===== config.mk =====
export PLATFORM = sky130hd
export DESIGN_NAME = mdio_c45_master
export DESIGN_NICKNAME = d
export VERILOG_FILES = /design/src/rtl/mdio_c45_pkg.sv /design/src/rtl/mdio_clk_gen.sv /design/src/rtl/mdio_frame_eng.sv /design/src/rtl/mdio_c45_master.sv
export SDC_FILE = /design/constraint.sdc
export NUM_CORES = 1
export LEC_CHECK = 0
export BUFFER_PORTS_ARGS = -buffer_cell sky130_fd_sc_hd__buf_2
export CORE_UTILIZATION = 50
export DETAILED_ROUTE_END_ITERATION = 12
export MAX_ROUTING_LAYER = met4
export PLACE_DENSITY_LB_ADDON = 0.1
export SLEW_MARGIN = 20
export SYNTH_ARGS = -nofsm -noshare
export SYNTH_HDL_FRONTEND = slang
export SYNTH_SLANG_ARGS = --single-unit
export TNS_END_PERCENT = 50

===== constraint.sdc =====
create_clock -name clk_i -period 2.9 [get_ports clk_i]
set_input_delay 0.29 -clock clk_i [delete_from_list [all_inputs] [get_ports clk_i]]
set_output_delay 0.29 -clock clk_i [all_outputs]
set_load 0.02 [all_outputs]

===== src/rtl/mdio_c45_pkg.sv =====
package mdio_c45_pkg;
  typedef enum logic [1:0] {
    OP_ADDR = 2'b00,
    OP_WR   = 2'b01,
    OP_RD   = 2'b11
  } mdio_op_e;

  localparam logic [1:0] OFS_STAT = 2'd0;
  localparam logic [1:0] OFS_CTRL = 2'd1;
  localparam logic [1:0] OFS_ADDR = 2'd2;
  localparam logic [1:0] OFS_DATA = 2'd3;

  localparam int BODY_LEN = 32;
  localparam int PHY_W    = 5;
  localparam int DEV_W    = 5;
  localparam int PAY_W    = 16;
endpackage


===== src/rtl/mdio_clk_gen.sv =====
module mdio_clk_gen #(
  parameter int DIV_W = 8
) (
  input  logic             clk_i,
  input  logic             rst_ni,
  input  logic             run_i,
  input  logic [DIV_W-1:0] div_i,
  output logic             mdc_o,
  output logic             rise_o,
  output logic             fall_o
);
  logic [DIV_W-1:0] cnt_q;
  logic             mdc_q;
  logic             wrap;

  assign wrap   = run_i && (cnt_q == div_i);
  assign rise_o = wrap && !mdc_q;
  assign fall_o = wrap && mdc_q;
  assign mdc_o  = mdc_q;

  always_ff @(posedge clk_i or negedge rst_ni) begin
    if (!rst_ni) begin
      cnt_q <= '0;
      mdc_q <= 1'b0;
    end else if (!run_i) begin
      cnt_q <= '0;
      mdc_q <= 1'b0;
    end else if (wrap) begin
      cnt_q <= '0;
      mdc_q <= ~mdc_q;
    end else begin
      cnt_q <= cnt_q + 1'b1;
    end
  end
endmodule


===== src/rtl/mdio_frame_eng.sv =====
module mdio_frame_eng
  import mdio_c45_pkg::*;
#(
  parameter int PRE_LEN = 32,
  parameter int DIV_W   = 8
) (
  input  logic             clk_i,
  input  logic             rst_ni,
  input  logic             start_i,
  input  mdio_op_e         op_i,
  input  logic [PHY_W-1:0] prtad_i,
  input  logic [DEV_W-1:0] devad_i,
  input  logic [PAY_W-1:0] payload_i,
  input  logic [DIV_W-1:0] div_i,
  input  logic             mdio_i,
  output logic             busy_o,
  output logic             mdc_o,
  output logic             mdio_o,
  output logic             mdio_oe_o,
  output logic             rd_done_o,
  output logic [PAY_W-1:0] rd_data_o,
  output logic             rd_err_o
);
  localparam int FRAME_LEN = PRE_LEN + BODY_LEN;
  localparam int IDX_W     = $clog2(FRAME_LEN);
  localparam int TA_IDX    = PRE_LEN + 14;
  localparam logic [IDX_W-1:0] LAST   = IDX_W'(FRAME_LEN - 1);
  localparam logic [IDX_W-1:0] TA2    = IDX_W'(TA_IDX + 1);
  localparam logic [IDX_W-1:0] TA1    = IDX_W'(TA_IDX);
  localparam logic [IDX_W-1:0] PRE_IX = IDX_W'(PRE_LEN);

  logic                busy_q, is_rd_q, ta_bad_q;
  logic [IDX_W-1:0]    idx_q, bidx;
  logic [BODY_LEN-1:0] tx_q;
  logic [PAY_W-1:0]    rx_q;
  logic                rise, fall, done;

  mdio_clk_gen #(.DIV_W(DIV_W)) u_clk (
    .clk_i (clk_i),
    .rst_ni(rst_ni),
    .run_i (busy_q),
    .div_i (div_i),
    .mdc_o (mdc_o),
    .rise_o(rise),
    .fall_o(fall)
  );

  assign bidx      = LAST - idx_q;
  assign mdio_o    = (idx_q < PRE_IX) ? 1'b1 : tx_q[bidx[4:0]];
  assign mdio_oe_o = busy_q && !(is_rd_q && idx_q >= TA1);
  assign done      = busy_q && fall && (idx_q == LAST);
  assign rd_done_o = done && is_rd_q;
  assign rd_data_o = rx_q;
  assign rd_err_o  = ta_bad_q;
  assign busy_o    = busy_q;

  always_ff @(posedge clk_i or negedge rst_ni) begin
    if (!rst_ni) begin
      busy_q   <= 1'b0;
      is_rd_q  <= 1'b0;
      ta_bad_q <= 1'b0;
      idx_q    <= '0;
      tx_q     <= '0;
      rx_q     <= '0;
    end else if (start_i && !busy_q) begin
      busy_q   <= 1'b1;
      is_rd_q  <= (op_i == OP_RD);
      ta_bad_q <= 1'b0;
      idx_q    <= '0;
      tx_q     <= {2'b00, op_i, prtad_i, devad_i, 2'b10, payload_i};
    end else if (busy_q) begin
      if (rise && is_rd_q) begin
        if (idx_q == TA2) ta_bad_q <= mdio_i;
        if (idx_q > TA2)  rx_q     <= {rx_q[PAY_W-2:0], mdio_i};
      end
      if (fall) begin
        if (idx_q == LAST) busy_q <= 1'b0;
        else               idx_q  <= idx_q + 1'b1;
      end
    end
  end


  mdio_rise_stable_chk: assert property (@(posedge clk_i) disable iff (!rst_ni)
    $rose(mdc_o) |-> $stable(mdio_o));

  mdc_idle_low_chk: assert property (@(posedge clk_i) disable iff (!rst_ni)
    !busy_q |-> !mdc_o);

  frame_len_chk: assert property (@(posedge clk_i) disable iff (!rst_ni)
    $fell(busy_q) |-> $past(idx_q) == LAST);

  rd_release_chk: assert property (@(posedge clk_i) disable iff (!rst_ni)
    rd_done_o |-> !mdio_oe_o);
endmodule


===== src/rtl/mdio_c45_master.sv =====
module mdio_c45_master
  import mdio_c45_pkg::*;
#(
  parameter int DIV_W   = 8,
  parameter int DIV_RST = 100,
  parameter int PRE_LEN = 32
) (
  input  logic        clk_i,
  input  logic        rst_ni,
  input  logic        req_i,
  input  logic        we_i,
  input  logic [1:0]  addr_i,
  input  logic [31:0] wdata_i,
  output logic [31:0] rdata_o,
  output logic        mdc_o,
  output logic        mdio_o,
  output logic        mdio_oe_o,
  input  logic        mdio_i
);
  logic [DIV_W-1:0] div_q;
  logic [PHY_W-1:0] prtad_q;
  logic [DEV_W-1:0] devad_q;
  logic [PAY_W-1:0] addr_q, data_q, rd_data;
  logic             err_q, busy, wr_ok, start, rd_done, rd_err;
  mdio_op_e         op;
  logic [PHY_W-1:0] st_prt;
  logic [DEV_W-1:0] st_dev;
  logic [PAY_W-1:0] st_pay;

  assign wr_ok = req_i && we_i && !busy;

  always_comb begin
    start  = 1'b0;
    op     = OP_ADDR;
    st_prt = prtad_q;
    st_dev = devad_q;
    st_pay = wdata_i[PAY_W-1:0];
    if (wr_ok) begin
      unique case (addr_i)
        OFS_ADDR: start = 1'b1;
        OFS_DATA: begin start = 1'b1; op = OP_WR; end
        OFS_CTRL: begin
          start  = wdata_i[15];
          op     = OP_RD;
          st_prt = wdata_i[PHY_W-1:0];
          st_dev = wdata_i[8 +: DEV_W];
          st_pay = '0;
        end
        default: ;
      endcase
    end
  end

  mdio_frame_eng #(.PRE_LEN(PRE_LEN), .DIV_W(DIV_W)) u_eng (
    .clk_i    (clk_i),
    .rst_ni   (rst_ni),
    .start_i  (start),
    .op_i     (op),
    .prtad_i  (st_prt),
    .devad_i  (st_dev),
    .payload_i(st_pay),
    .div_i    (div_q),
    .mdio_i   (mdio_i),
    .busy_o   (busy),
    .mdc_o    (mdc_o),
    .mdio_o   (mdio_o),
    .mdio_oe_o(mdio_oe_o),
    .rd_done_o(rd_done),
    .rd_data_o(rd_data),
    .rd_err_o (rd_err)
  );

  always_ff @(posedge clk_i or negedge rst_ni) begin
    if (!rst_ni) begin
      div_q   <= DIV_W'(DIV_RST);
      prtad_q <= '0;
      devad_q <= '0;
      addr_q  <= '0;
      data_q  <= '0;
      err_q   <= 1'b0;
    end else begin
      if (wr_ok) begin
        unique case (addr_i)
          OFS_STAT: div_q <= wdata_i[8 +: DIV_W];
          OFS_CTRL: begin
            prtad_q <= wdata_i[PHY_W-1:0];
            devad_q <= wdata_i[8 +: DEV_W];
          end
          OFS_ADDR: addr_q <= wdata_i[PAY_W-1:0];
          OFS_DATA: data_q <= wdata_i[PAY_W-1:0];
          default: ;
        endcase
      end
      if (rd_done) begin
        data_q <= rd_data;
        err_q  <= rd_err;
      end
    end
  end

  always_comb begin
    rdata_o = '0;
    unique case (addr_i)
      OFS_STAT: begin
        rdata_o[8 +: DIV_W] = div_q;
        rdata_o[1]          = err_q;
        rdata_o[0]          = busy;
      end
      OFS_CTRL: begin
        rdata_o[PHY_W-1:0]  = prtad_q;
        rdata_o[8 +: DEV_W] = devad_q;
      end
      OFS_ADDR: rdata_o[PAY_W-1:0] = addr_q;
      default: begin
        rdata_o[PAY_W-1:0] = data_q;
        rdata_o[31]        = busy;
      end
    endcase
  end


  busy_wr_drop_chk: assert property (@(posedge clk_i) disable iff (!rst_ni)
    (busy && req_i && we_i && !rd_done) |=> ($stable(data_q) && $stable(addr_q) && $stable(div_q)));

  busy_start_chk: assert property (@(posedge clk_i) disable iff (!rst_ni)
    start |=> busy);
endmodule


### Word-level counts from Yosys, hierarchy flattened

Cells that the tools add are included.

* bits in registers: 114

* muxes and demuxes: 38
* add/subtract/negate cells: 3
* bitwise operators: 2
* reductions and logical operators: 31
* equality and inequality tests: 9
* order comparisons: 4

Operators by type and width (number)
* two-way mux 16 bit: 5
* two-way mux 6 bit: 4
* two-way mux 5 bit: 4
* one-hot mux 3 bit (3 select lines): 2
* two-way mux 8 bit: 2
* one-hot mux 5 bit (3 select lines): 1
* two-way mux 1 bit: 14
* == test 6 bit, second input constant: 2
* logical AND 1 bit: 12
* nonzero test 2 bit: 6
* adder 8 x 1 -> 8 bit, second input constant: 1
* == test 8 bit: 1
* adder 6 x 1 -> 6 bit, second input constant: 1
* == test 2 bit, second input constant: 3
* greater-or-equal comparator 6 bit, second input constant: 1
* > comparator 6 bit, second input constant: 1
* less-than comparator 5 x 6 -> 1 bit, second input constant: 1
* less-than comparator 6 bit, second input constant: 1
* one-hot mux 2 bit (3 select lines): 1
* one-hot mux 3 bit (2 select lines): 1
* AND reduction 2 bit: 3
* AND reduction 3 bit: 2
* binary-select mux 1 bit (select 5 bit): 1
* subtractor 5 bit, first input constant: 1
* 11 further kinds: 16

### Longest topological paths before layout

Gate-level depths: netlist (run 1).

* depth in word-level cells: 8
* mapped depth: 8
* depth with buffers taken out: 6

### Modules after synthesis

Synthesis (run 1) repeated with hierarchy kept, for this count alone.

* cells, all modules: 528
* area total of the unflattened synthesis: 5720.5 µm²

Modules (own cells, without submodules)
* mdio_c45_master: seq. area each 1280.0 µm², cells each 242, area each 2796.4 µm², times used 1
* mdio_frame_eng: seq. area each 1351.3 µm², cells each 237, area each 2431.1 µm², times used 1
* mdio_clk_gen: seq. area each 225.2 µm², cells each 49, area each 493.0 µm², times used 1

### Least setup slack after synthesis (run 1)

OpenSTA, ideal clock, no wires.

* path kind: register to output
* from: register u_eng.idx_q[0]
* to: output mdio_o
* required time: 2.610 ns
* data arrival time: 2.065 ns
* slack: 0.545 ns
* cell stages (with the launch flop): 6
* path through: dfrtp_1 > clkbuf_1 > buf_1 > mux4_2 > a2111oi_0 > nor3_1

* cells in the longest elaborated chain, start to end: 4
* elaborated cells on any way between the ends: 5
* classes of those cells: add/sub: 1; order compare: 1; mux: 3

RTL lines
* start, declared: RTL line mdio_frame_eng.sv:33 `logic [IDX_W-1:0] idx_q, bidx;`
* start signal, assigned: RTL line mdio_frame_eng.sv:78 `else idx_q <= idx_q + 1'b1;`
* subtractor 5 bit: RTL line mdio_frame_eng.sv:48 `assign bidx = LAST - idx_q;`
* binary-select mux 1 bit (select 5 bit): RTL line mdio_frame_eng.sv:49 `assign mdio_o = (idx_q < PRE_IX) ? 1'b1 : tx_q[bidx[4:0]];`
* two-way mux 1 bit (implied by the code): RTL line mdio_frame_eng.sv:49
* two-way mux 1 bit (*): RTL line mdio_frame_eng.sv:49
* end, declared: RTL line mdio_c45_master.sv:16 `output logic mdio_o,`

Every way passes the cells marked *; elsewhere a longest branch is shown, timed or not. The select of a mux whose other input is x is not followed.

### Worst setup path in the final report (run 1)

Ends and elaborated chain as after synthesis.

==> impl_metrics.env, run 1 <==
export IMPL_status="completed"
export IMPL_clk_latency_ns=0.52
export IMPL_fin_crit_sh=0.953
export IMPL_overflow=0
export IMPL_crit_arrival_ns=2.47
export IMPL_synthArstFlopShare=1.00
export IMPL_via_per_inst=5.83
export IMPL_cts_inserted_buffers=17
export IMPL_die_w_um=106
export IMPL_layout_commonest_cell="dfrtp_1"
export IMPL_synthToLayoutAreaGrowth_pct=17.7
export IMPL_finish_utilization=0.615
export IMPL_die_y_um=106
export IMPL_intPower_uw=4060
export IMPL_top_layer_used="met4"
export IMPL_hpwl_um=8090
export IMPL_post_drt_wl_per_cell_um=19.6
export IMPL_grt_pass1_vias=3685
export IMPL_cp_top_family="multiplexers"
export IMPL_syn_area_mm2=0.00544
export IMPL_final_max_slew_violation_count=0
export IMPL_hold_viol=0
export IMPL_core_mm2=0.0104
export IMPL_hold_class="in2reg"
export IMPL_n_antenna_cell=0
export IMPL_ys_seq_area_frac=0.525
export IMPL_post_cts_buffers=0
export IMPL_crit_path_max_fanout=9
export IMPL_io_pins=74
export IMPL_cp_data_required_time_ns=2.61
export IMPL_final_nets=505
export IMPL_regArea_mm2=0.00286
export IMPL_max_cap_violations=0
export IMPL_wl_met1_um=5640
export IMPL_rsz0062_at_grt="false"
export IMPL_dieArea_mm2=0.0113
export IMPL_wl_met3_um=387
export IMPL_grt_max_degree=98
export IMPL_setup_viol_count_final=0
export IMPL_fp_row_count=37
export IMPL_grt_use_total=0.246
export IMPL_p_leak_uw=0.00307
export IMPL_path_cells="mux4_2, mux4_2, nor2_1, nor3_1, buf_2"
export IMPL_htree_levels=4
export IMPL_synth_cell_types=48
export IMPL_vdd_ir_drop_max_mv=0.494
export IMPL_worstMarginPinSlew_ns=0.703
export IMPL_crit_path_frequent_cell="mux4_2"
export IMPL_slowest_delay_ns=0.56
export IMPL_antenna_violating_nets_post_route=0
export IMPL_critPathSlowestCell="mux4_2"
export IMPL_p_switching_uw=1490
export IMPL_yosysWarningCount=0
export IMPL_start_kind="flip-flop"
export IMPL_p_sw_frac=0.269
export IMPL_tns_ns=0
export IMPL_fillerInstances=866
export IMPL_drtIter0Drc=240
export IMPL_layout_common_cells="110 x dfrtp_1, 58 x mux2_2, 41 x buf_2, 23 x a22o_1, 19 x nor2_1"
export IMPL_cts_tree="yes"
export IMPL_clock_fmax_ghz=0.362
export IMPL_synth_seq_cells=114
export IMPL_port_buffers=42
export IMPL_clkPwrFrac=0.405
export IMPL_start_util=0.522
export IMPL_cellPowerDensity_mw_per_mm2=868
export IMPL_relSlewSlack=0.532
export IMPL_path_buf_inv=1
export IMPL_drive_above_1_share=0.372
export IMPL_wl_met2_um=5810
export IMPL_synth_area_per_cell_um2=13.0
export IMPL_comb_power_share=0.186
export IMPL_finalWeightedCongestion=0.781
export IMPL_syn_inst=417
export IMPL_p_seq_frac=0.409
export IMPL_vias=3570
export IMPL_yosys_most_used_dff="dfrtp_1"
export IMPL_multi_input_area_mm2=0.00237
export IMPL_antenna_found_initial=0
export IMPL_grt_pass1_wl_um=19900
export IMPL_clk_path_buf_depth=2
export IMPL_routed_wl_um=12000
export IMPL_clk_pin_slew_worst_paths_ns=0.06
export IMPL_clock_skew_ns=0.00720
export IMPL_drc_errors=0
export IMPL_clock_sinks=114
export IMPL_crit_type="reg2out"
export IMPL_min_period_ns=2.76
export IMPL_cts_root_buf="clkbuf_8"
export IMPL_end_kind="primary output"
export IMPL_first_pass_iters=4
export IMPL_synth_enable_flop_cells=0
cell usage after synthesis (5+ instances only):
cell type	count	area, µm²
mux2i_1	7	70.1
a32o_1	15	150
mux2_4	10	150
buf_4	15	113
nor2_1	20	75.1
a22o_1	23	201
a21o_1	15	113
mux4_2	13	293
nand3_1	11	55.1
mux2_2	58	653
inv_1	5	18.8
dfrtp_1	111	2780
or3_1	5	31.3
o21ai_0	8	40.0
nand2_1	12	45.0
a21oi_1	5	25.0
xor2_1	13	114
clkbuf_1	21	78.8
what timing repair did:
item | in CTS | in global routing
setup endpoints to repair | 1 | 0
gates resized for setup | 1 | 0
hold endpoints to repair | 17 | 0
hold buffers | 1 | 0
flip-flops by register name, indices dropped and copies added (netlist names):
| register | cells |
|---|---|
| u_eng.tx_q | 29 |
| addr_q | 16 |
| data_q | 16 |
| u_eng.rd_data_o | 16 |
| div_q | 8 |
| u_eng.u_clk.cnt_q | 8 |
| u_eng.idx_q | 6 |
| devad_q | 5 |
| prtad_q | 5 |
| err_q | 1 |
| u_eng.busy_o | 1 |
| u_eng.is_rd_q | 1 |
| u_eng.rd_err_o | 1 |
| u_eng.u_clk.mdc_o | 1 |
power by group through the flow:
stage          clock [µW]  sequential (µW)  combinational, µW
6_report             2250             2270               1030
3_3_place_gp            0             2280               1010
2_1_floorplan           0             2170                815
4_1_cts              2280             2270               1050
3_5_place_dp            0             2290               1030
5_1_grt              2350             2330               1140
metal layers:
layer	vias to the layer above	GRT usage
met2	66	0.367
met3	14	0.0589
met1	1879	0.330
met4	0	0.0883
met5	-	-
li1	1611	-
kinds of logic (layout without fill, tap and decap cells):
family,after synthesis,count (layout),synth area share
xor gates and xnor gates,15,15,0.0242
buffers and inverters,48,93,0.0481
muxes,88,88,0.214
other,1,15,0.000690
DFF,114,114,0.525
and+or+nand+nor,71,71,0.0676
adders and majority gates,2,2,0.00460
AOI/OAI and AO/OA,78,78,0.115
metrics by stage:
stage	power [µW]	setup slack, ns	cell area [µm²]	std cells	hold slack, ns
after floorplan	2990	0.545	5490	431	-0.00559
final	5550	0.137	6400	612	0.0426
after global placement	3290	0.316	5750	580	0.177
after detailed placement	3320	0.294	5750	580	0.179
after global routing	5820	0.0350	6400	612	0.0306
after CTS	5600	0.110	6400	612	0.0207
layout make-up:
type	instances	share of cell area
inverter	5	0.00293
clock buffer	21	0.0717
tap	136	0.0266
clock inverter	10	0.0281
sequential	114	0.446
timing repair buffer	57	0.0532
multi-input combinational	269	0.371
worst paths after layout:
path	startpoint	end	slack, ns	cells past startpoint
setup / recovery	u_eng.idx_q[0]	mdio_o	0.14	5
hold / removal	wdata_i[6]	addr_q[6]	0.04	2
setup reg to reg	u_eng.u_clk.cnt_q[0]	u_eng.rd_data_o[15]	0.47	5
hold reg to reg	u_eng.tx_q[17]	u_eng.tx_q[17]	0.47	1
max in group asynchronous	rst_ni	data_q[2]	1.96	3
min in group asynchronous	rst_ni	u_eng.idx_q[2]	0.18	2
worst register-to-register path: stages (launching register included):
cell	delay, ns
dfrtp_1	0.45
xor2_1	0.18
nor4_2	0.42
nand2_1	0.17
or4_4	0.72
mux2_4	0.37
(Power assumes the default switching activity.)
==> inputs of run 2 (changes only) <==
SETUP_SLACK_MARGIN = 0.4   (was not set)
==> run 2 against run 1 <==
Net effect:
- power rose by 0.43%
- flip-flop and latch count unchanged
- core utilization rose by 0.18 points
- worst hold slack got worse by 0.00051 ns
- largest cell class unchanged
==> impl_metrics.env, run 2 (same netlist as run 1, synthesis figures left out) <==
export IMPL_drc_errors=0
export IMPL_fillerInstances=864
export IMPL_core_mm2=0.0104
export IMPL_crit_arrival_ns=2.41
export IMPL_status="completed"
export IMPL_layout_commonest_cell="dfrtp_1"
export IMPL_start_kind="flip-flop"
export IMPL_clock_fmax_ghz=0.371
export IMPL_port_buffers=42
export IMPL_p_leak_uw=0.00308
export IMPL_cts_inserted_buffers=17
export IMPL_max_cap_violations=0
export IMPL_r2r_end="u_eng.rd_data_o[15]"
export IMPL_relSlewSlack=0.524
export IMPL_p_seq_frac=0.407
export IMPL_clkPwrFrac=0.404
export IMPL_top_layer_used="met4"
export IMPL_regMostFlops="u_eng.tx_q"
export IMPL_min_period_ns=2.70
export IMPL_p_switching_uw=1510
export IMPL_final_nets=506
export IMPL_grt_max_degree=98
export IMPL_cts_root_buf="clkbuf_8"
export IMPL_p_sw_frac=0.270
export IMPL_drtIter0Drc=211
export IMPL_clock_skew_ns=0.00742
export IMPL_vias=3533
export IMPL_antenna_violating_nets_post_route=0
export IMPL_via_per_inst=5.76
export IMPL_grt_pass1_wl_um=20000
export IMPL_crit_type="reg2out"
export IMPL_setup_viol_count_final=0
export IMPL_regToRegSetupSlack_ns=0.50
export IMPL_fp_row_count=37
export IMPL_post_drt_wl_per_cell_um=19.7
export IMPL_cellPowerDensity_mw_per_mm2=869
export IMPL_pre_cts_ws_ns=0.294
export IMPL_drive_above_1_share=0.373
export IMPL_die_w_um=106
export IMPL_io_pins=74
export IMPL_slowest_delay_ns=0.55
export IMPL_grt_pass1_vias=3695
export IMPL_rsz0062_at_grt="true"
export IMPL_dieArea_mm2=0.0113
export IMPL_antenna_found_initial=0
export IMPL_startpoint="u_eng.idx_q[0]"
export IMPL_vdd_ir_drop_max_mv=0.493
export IMPL_fin_ws_ns=0.203
export IMPL_intPower_uw=4070
export IMPL_synthToLayoutAreaGrowth_pct=18.1
export IMPL_finalWeightedCongestion=0.781
export IMPL_n_antenna_cell=0
export IMPL_cp_data_required_time_ns=2.61
export IMPL_r2r_cells=5
export IMPL_grt_use_total=0.247
export IMPL_clk_pin_slew_worst_paths_ns=0.06
export IMPL_path_cells="mux4_2, mux4_2, nor2_1, nor3_1, buf_4"
export IMPL_htree_levels=4
export IMPL_layout_common_cells="110 x dfrtp_1, 58 x mux2_2, 40 x buf_2, 23 x a22o_1, 19 x nor2_1"
export IMPL_clk_path_buf_depth=2
export IMPL_worstMarginPinSlew_ns=0.714
export IMPL_overflow=0
export IMPL_cp_top_family="multiplexers"
export IMPL_hold_class="in2reg"
export IMPL_first_pass_iters=4
export IMPL_cp_num_cells=5
export IMPL_end_kind="primary output"
export IMPL_clk_latency_ns=0.53
export IMPL_wl_met3_um=460
export IMPL_clock_sinks=114
export IMPL_crit_path_max_fanout=6
export IMPL_hold_viol=0
export IMPL_wl_met1_um=5620
export IMPL_start_util=0.522
export IMPL_fin_crit_sh=0.930
export IMPL_die_y_um=106
export IMPL_r2r_start="u_eng.u_clk.cnt_q[0]"
export IMPL_tns_ns=0
export IMPL_wl_met2_um=5850
export IMPL_critPathSlowestCell="mux4_2"
export IMPL_whs_ns=0.0421
export IMPL_final_max_slew_violation_count=0
export IMPL_path_buf_inv=1
export IMPL_hpwl_um=8090
export IMPL_crit_end="mdio_o"
export IMPL_routed_wl_um=12100
export IMPL_largest_reg_flops=29
export IMPL_crit_path_frequent_cell="mux4_2"
export IMPL_cts_tree="yes"
export IMPL_comb_power_share=0.189
==> run 2: worst min-delay path by stage <==
stage,startpoint,end,slack [ns],cells past startpoint
floorplan,rst_ni,addr_q[0],-0.006,0
global placement,rst_ni,u_eng.u_clk.cnt_q[5],0.18,1
detailed placement,rst_ni,u_eng.u_clk.cnt_q[5],0.18,1
CTS,wdata_i[6],addr_q[6],0.02,2
global route,mdio_i,u_eng.rd_data_o[0],0.03,2
finish,wdata_i[6],addr_q[6],0.04,2
==> run 2: per-stage QoR <==
step	instances	util	area [µm²]	power, µW
global route	613	0.616	6420	5840
CTS	613	0.615	6410	5600
global placement	580	0.552	5750	3290
floorplan	431	-	5490	2990
finish	613	0.616	6420	5580
detailed placement	580	0.552	5750	3320
==> run 2: power by group through the flow <==
stage	registers, µW	clock network (µW)	logic, µW
after global placement	2280	0	1010
after global routing	2330	2350	1170
final	2270	2250	1060
after floorplan	2170	0	815
after detailed placement	2290	0	1030
after CTS	2270	2280	1050
==> run 2: cell type report <==
type	instances	area (µm²)	share of cell area
Sequential cell	114	2860	0.445
Multi-Input combinational cell	269	2380	0.371
Clock buffer	21	459	0.0715
Timing Repair Buffer	58	350	0.0546
Clock inverter	10	180	0.0281
Tap cell	136	170	0.0265
Inverter	5	18.8	0.00292
==> run 2: repair_timing <==
action	4_1_cts	5_1_grt
hold buffers	1	0
buffers inserted	1	0
endpoints found under the hold margin	17	0
resized for setup	2	2
pin swaps	0	0
setup endpoints to repair	16	17
==> run 2: per-layer routing <==
| metal | track usage | up-vias |
|---|---|---|
| met1 | 0.330 | 1838 |
| met4 | 0.0893 | 0 |
| met2 | 0.368 | 68 |
| met3 | 0.0589 | 12 |
| li1 | - | 1615 |
| met5 | - | - |
==> inputs of run 3 (changes only) <==
MAX_ROUTING_LAYER = not set   (was met4)
==> run 3 against run 2 <==
Net effect:
- flip-flop and latch count stayed put
- power hardly changed
- count of clock-buffer cells in the layout stayed put
- sequential share of layout area stayed put
- worst setup slack worse by 0.011 ns
- die area stayed put
- via count is 0.99% higher
- register-to-register slack hardly changed
- clock skew is 0.0015 ns lower
- clock power hardly changed
- sequential power hardly changed
- first-iteration DRC count is 21% higher
- critical path type unchanged
- largest cell class unchanged
==> impl_metrics.env, run 3 (same netlist as run 1, synthesis figures left out) <==
export IMPL_clk_pin_slew_worst_paths_ns=0.06
export IMPL_first_pass_iters=5
export IMPL_clock_sinks=114
export IMPL_vias=3568
export IMPL_placed_area_mm2=0.00575
export IMPL_antenna_violating_nets_post_route=0
export IMPL_clock_fmax_ghz=0.369
export IMPL_grt_pass1_wl_um=20000
export IMPL_hpwl_um=8090
export IMPL_largest_reg_flops=29
export IMPL_drtIter0Drc=256
export IMPL_grt_pass1_vias=3701
export IMPL_regMostFlops="u_eng.tx_q"
export IMPL_tns_ns=0
export IMPL_start_kind="flip-flop"
export IMPL_final_max_slew_violation_count=0
export IMPL_fp_row_count=37
export IMPL_core_mm2=0.0104
export IMPL_worstMarginPinSlew_ns=0.707
export IMPL_crit_path_max_fanout=6
export IMPL_crit_arrival_ns=2.42
export IMPL_path_cells="mux4_2, mux4_2, nor2_1, nor3_1, buf_4"
export IMPL_layout_commonest_cell="dfrtp_1"
export IMPL_max_cap_violations=0
export IMPL_routed_wl_um=12100
export IMPL_hold_viol=0
export IMPL_final_design_area_no_fill_mm2=0.00642
export IMPL_start_util=0.522
export IMPL_htree_levels=4
export IMPL_p_leak_uw=0.00308
export IMPL_via_per_inst=5.82
export IMPL_post_drt_wl_per_cell_um=19.7
export IMPL_drive_above_1_share=0.373
export IMPL_slowest_delay_ns=0.55
export IMPL_setup_viol_count_final=0
export IMPL_cellPowerDensity_mw_per_mm2=868
export IMPL_drc_errors=0
export IMPL_die_w_um=106
export IMPL_min_period_ns=2.71
export IMPL_status="completed"
export IMPL_antenna_found_initial=0
export IMPL_hold_class="in2reg"
export IMPL_final_nets=506
export IMPL_clk_path_buf_depth=2
export IMPL_grt_max_degree=98
export IMPL_dieArea_mm2=0.0113
export IMPL_cts_tree="yes"
export IMPL_whs_ns=0.0426
export IMPL_end_kind="primary output"
export IMPL_die_y_um=106
export IMPL_io_pins=74
export IMPL_synthToLayoutAreaGrowth_pct=18.1
export IMPL_cts_inserted_buffers=17
export IMPL_cp_data_required_time_ns=2.61
export IMPL_overflow=0
export IMPL_n_antenna_cell=0
export IMPL_fillerInstances=864
export IMPL_port_buffers=42
export IMPL_critPathSlowestCell="mux4_2"
export IMPL_fin_crit_sh=0.934
export IMPL_rsz0062_at_grt="true"
export IMPL_crit_path_frequent_cell="mux4_2"
export IMPL_cts_root_buf="clkbuf_8"
export IMPL_vdd_ir_drop_max_mv=0.493
export IMPL_grt_use_total=0.240
export IMPL_clk_latency_ns=0.52
export IMPL_relSlewSlack=0.529
export IMPL_layout_common_cells="110 x dfrtp_1, 58 x mux2_2, 40 x buf_2, 23 x a22o_1, 19 x nor2_1"
export IMPL_path_buf_inv=1
export IMPL_clock_skew_ns=0.00594
export IMPL_finalWeightedCongestion=0.771
export IMPL_cp_top_family="multiplexers"
export IMPL_crit_type="reg2out"
run 3: layout make-up:
type,instances,area [µm²],area share
timing repair buffer,58,350,0.0546
sequential,114,2860,0.445
clock inverter,10,180,0.0281
clock buffer,21,459,0.0715
tap,136,170,0.0265
inverter,5,18.8,0.00292
multi-input combinational,269,2380,0.371
run 3: layer usage:
layer,wire length (µm),GRT usage
met1,5660,0.330
met2,5880,0.370
met3,374,0.0582
met4,170,0.0893
met5,0,0
run 3: worst paths after layout:
path                       slack (ns)             endpoint            startpoint  cells after the start
min                              0.04            addr_q[6]            wdata_i[6]                      2
min in group asynchronous        0.18       u_eng.idx_q[2]                rst_ni                      2
max                              0.19               mdio_o        u_eng.idx_q[0]                      5
min reg2reg                      0.47       u_eng.tx_q[17]        u_eng.tx_q[17]                      1
max in group asynchronous        1.95            data_q[2]                rst_ni                      3
max reg2reg                      0.50  u_eng.rd_data_o[15]  u_eng.u_clk.cnt_q[0]                      5
run 3: stage by stage:
stage,cells,utilization,power (µW),worst slack (ns)
finish,613,0.616,5580,0.192
global route,613,0.616,5840,0.0954
CTS,613,0.615,5600,0.169
detailed placement,580,0.552,3320,0.294
global placement,580,0.552,3290,0.316
floorplan,431,-,2990,0.545
run 3: power by group:
part | switching, µW | internal, µW | total [µW]
combinational | 506 | 551 | 1060
clock | 708 | 1540 | 2250
sequential | 290 | 1980 | 2270
total | 1500 | 4070 | 5580
run 3: timing repair:
item / 4_1_cts / 5_1_grt
gates resized for setup: 2 / 2
hold endpoints to repair: 17 / 0
setup buffers: 1 / 0
endpoints found under the setup margin: 16 / 17
hold buffers: 1 / 0
cloned: 0 / 0
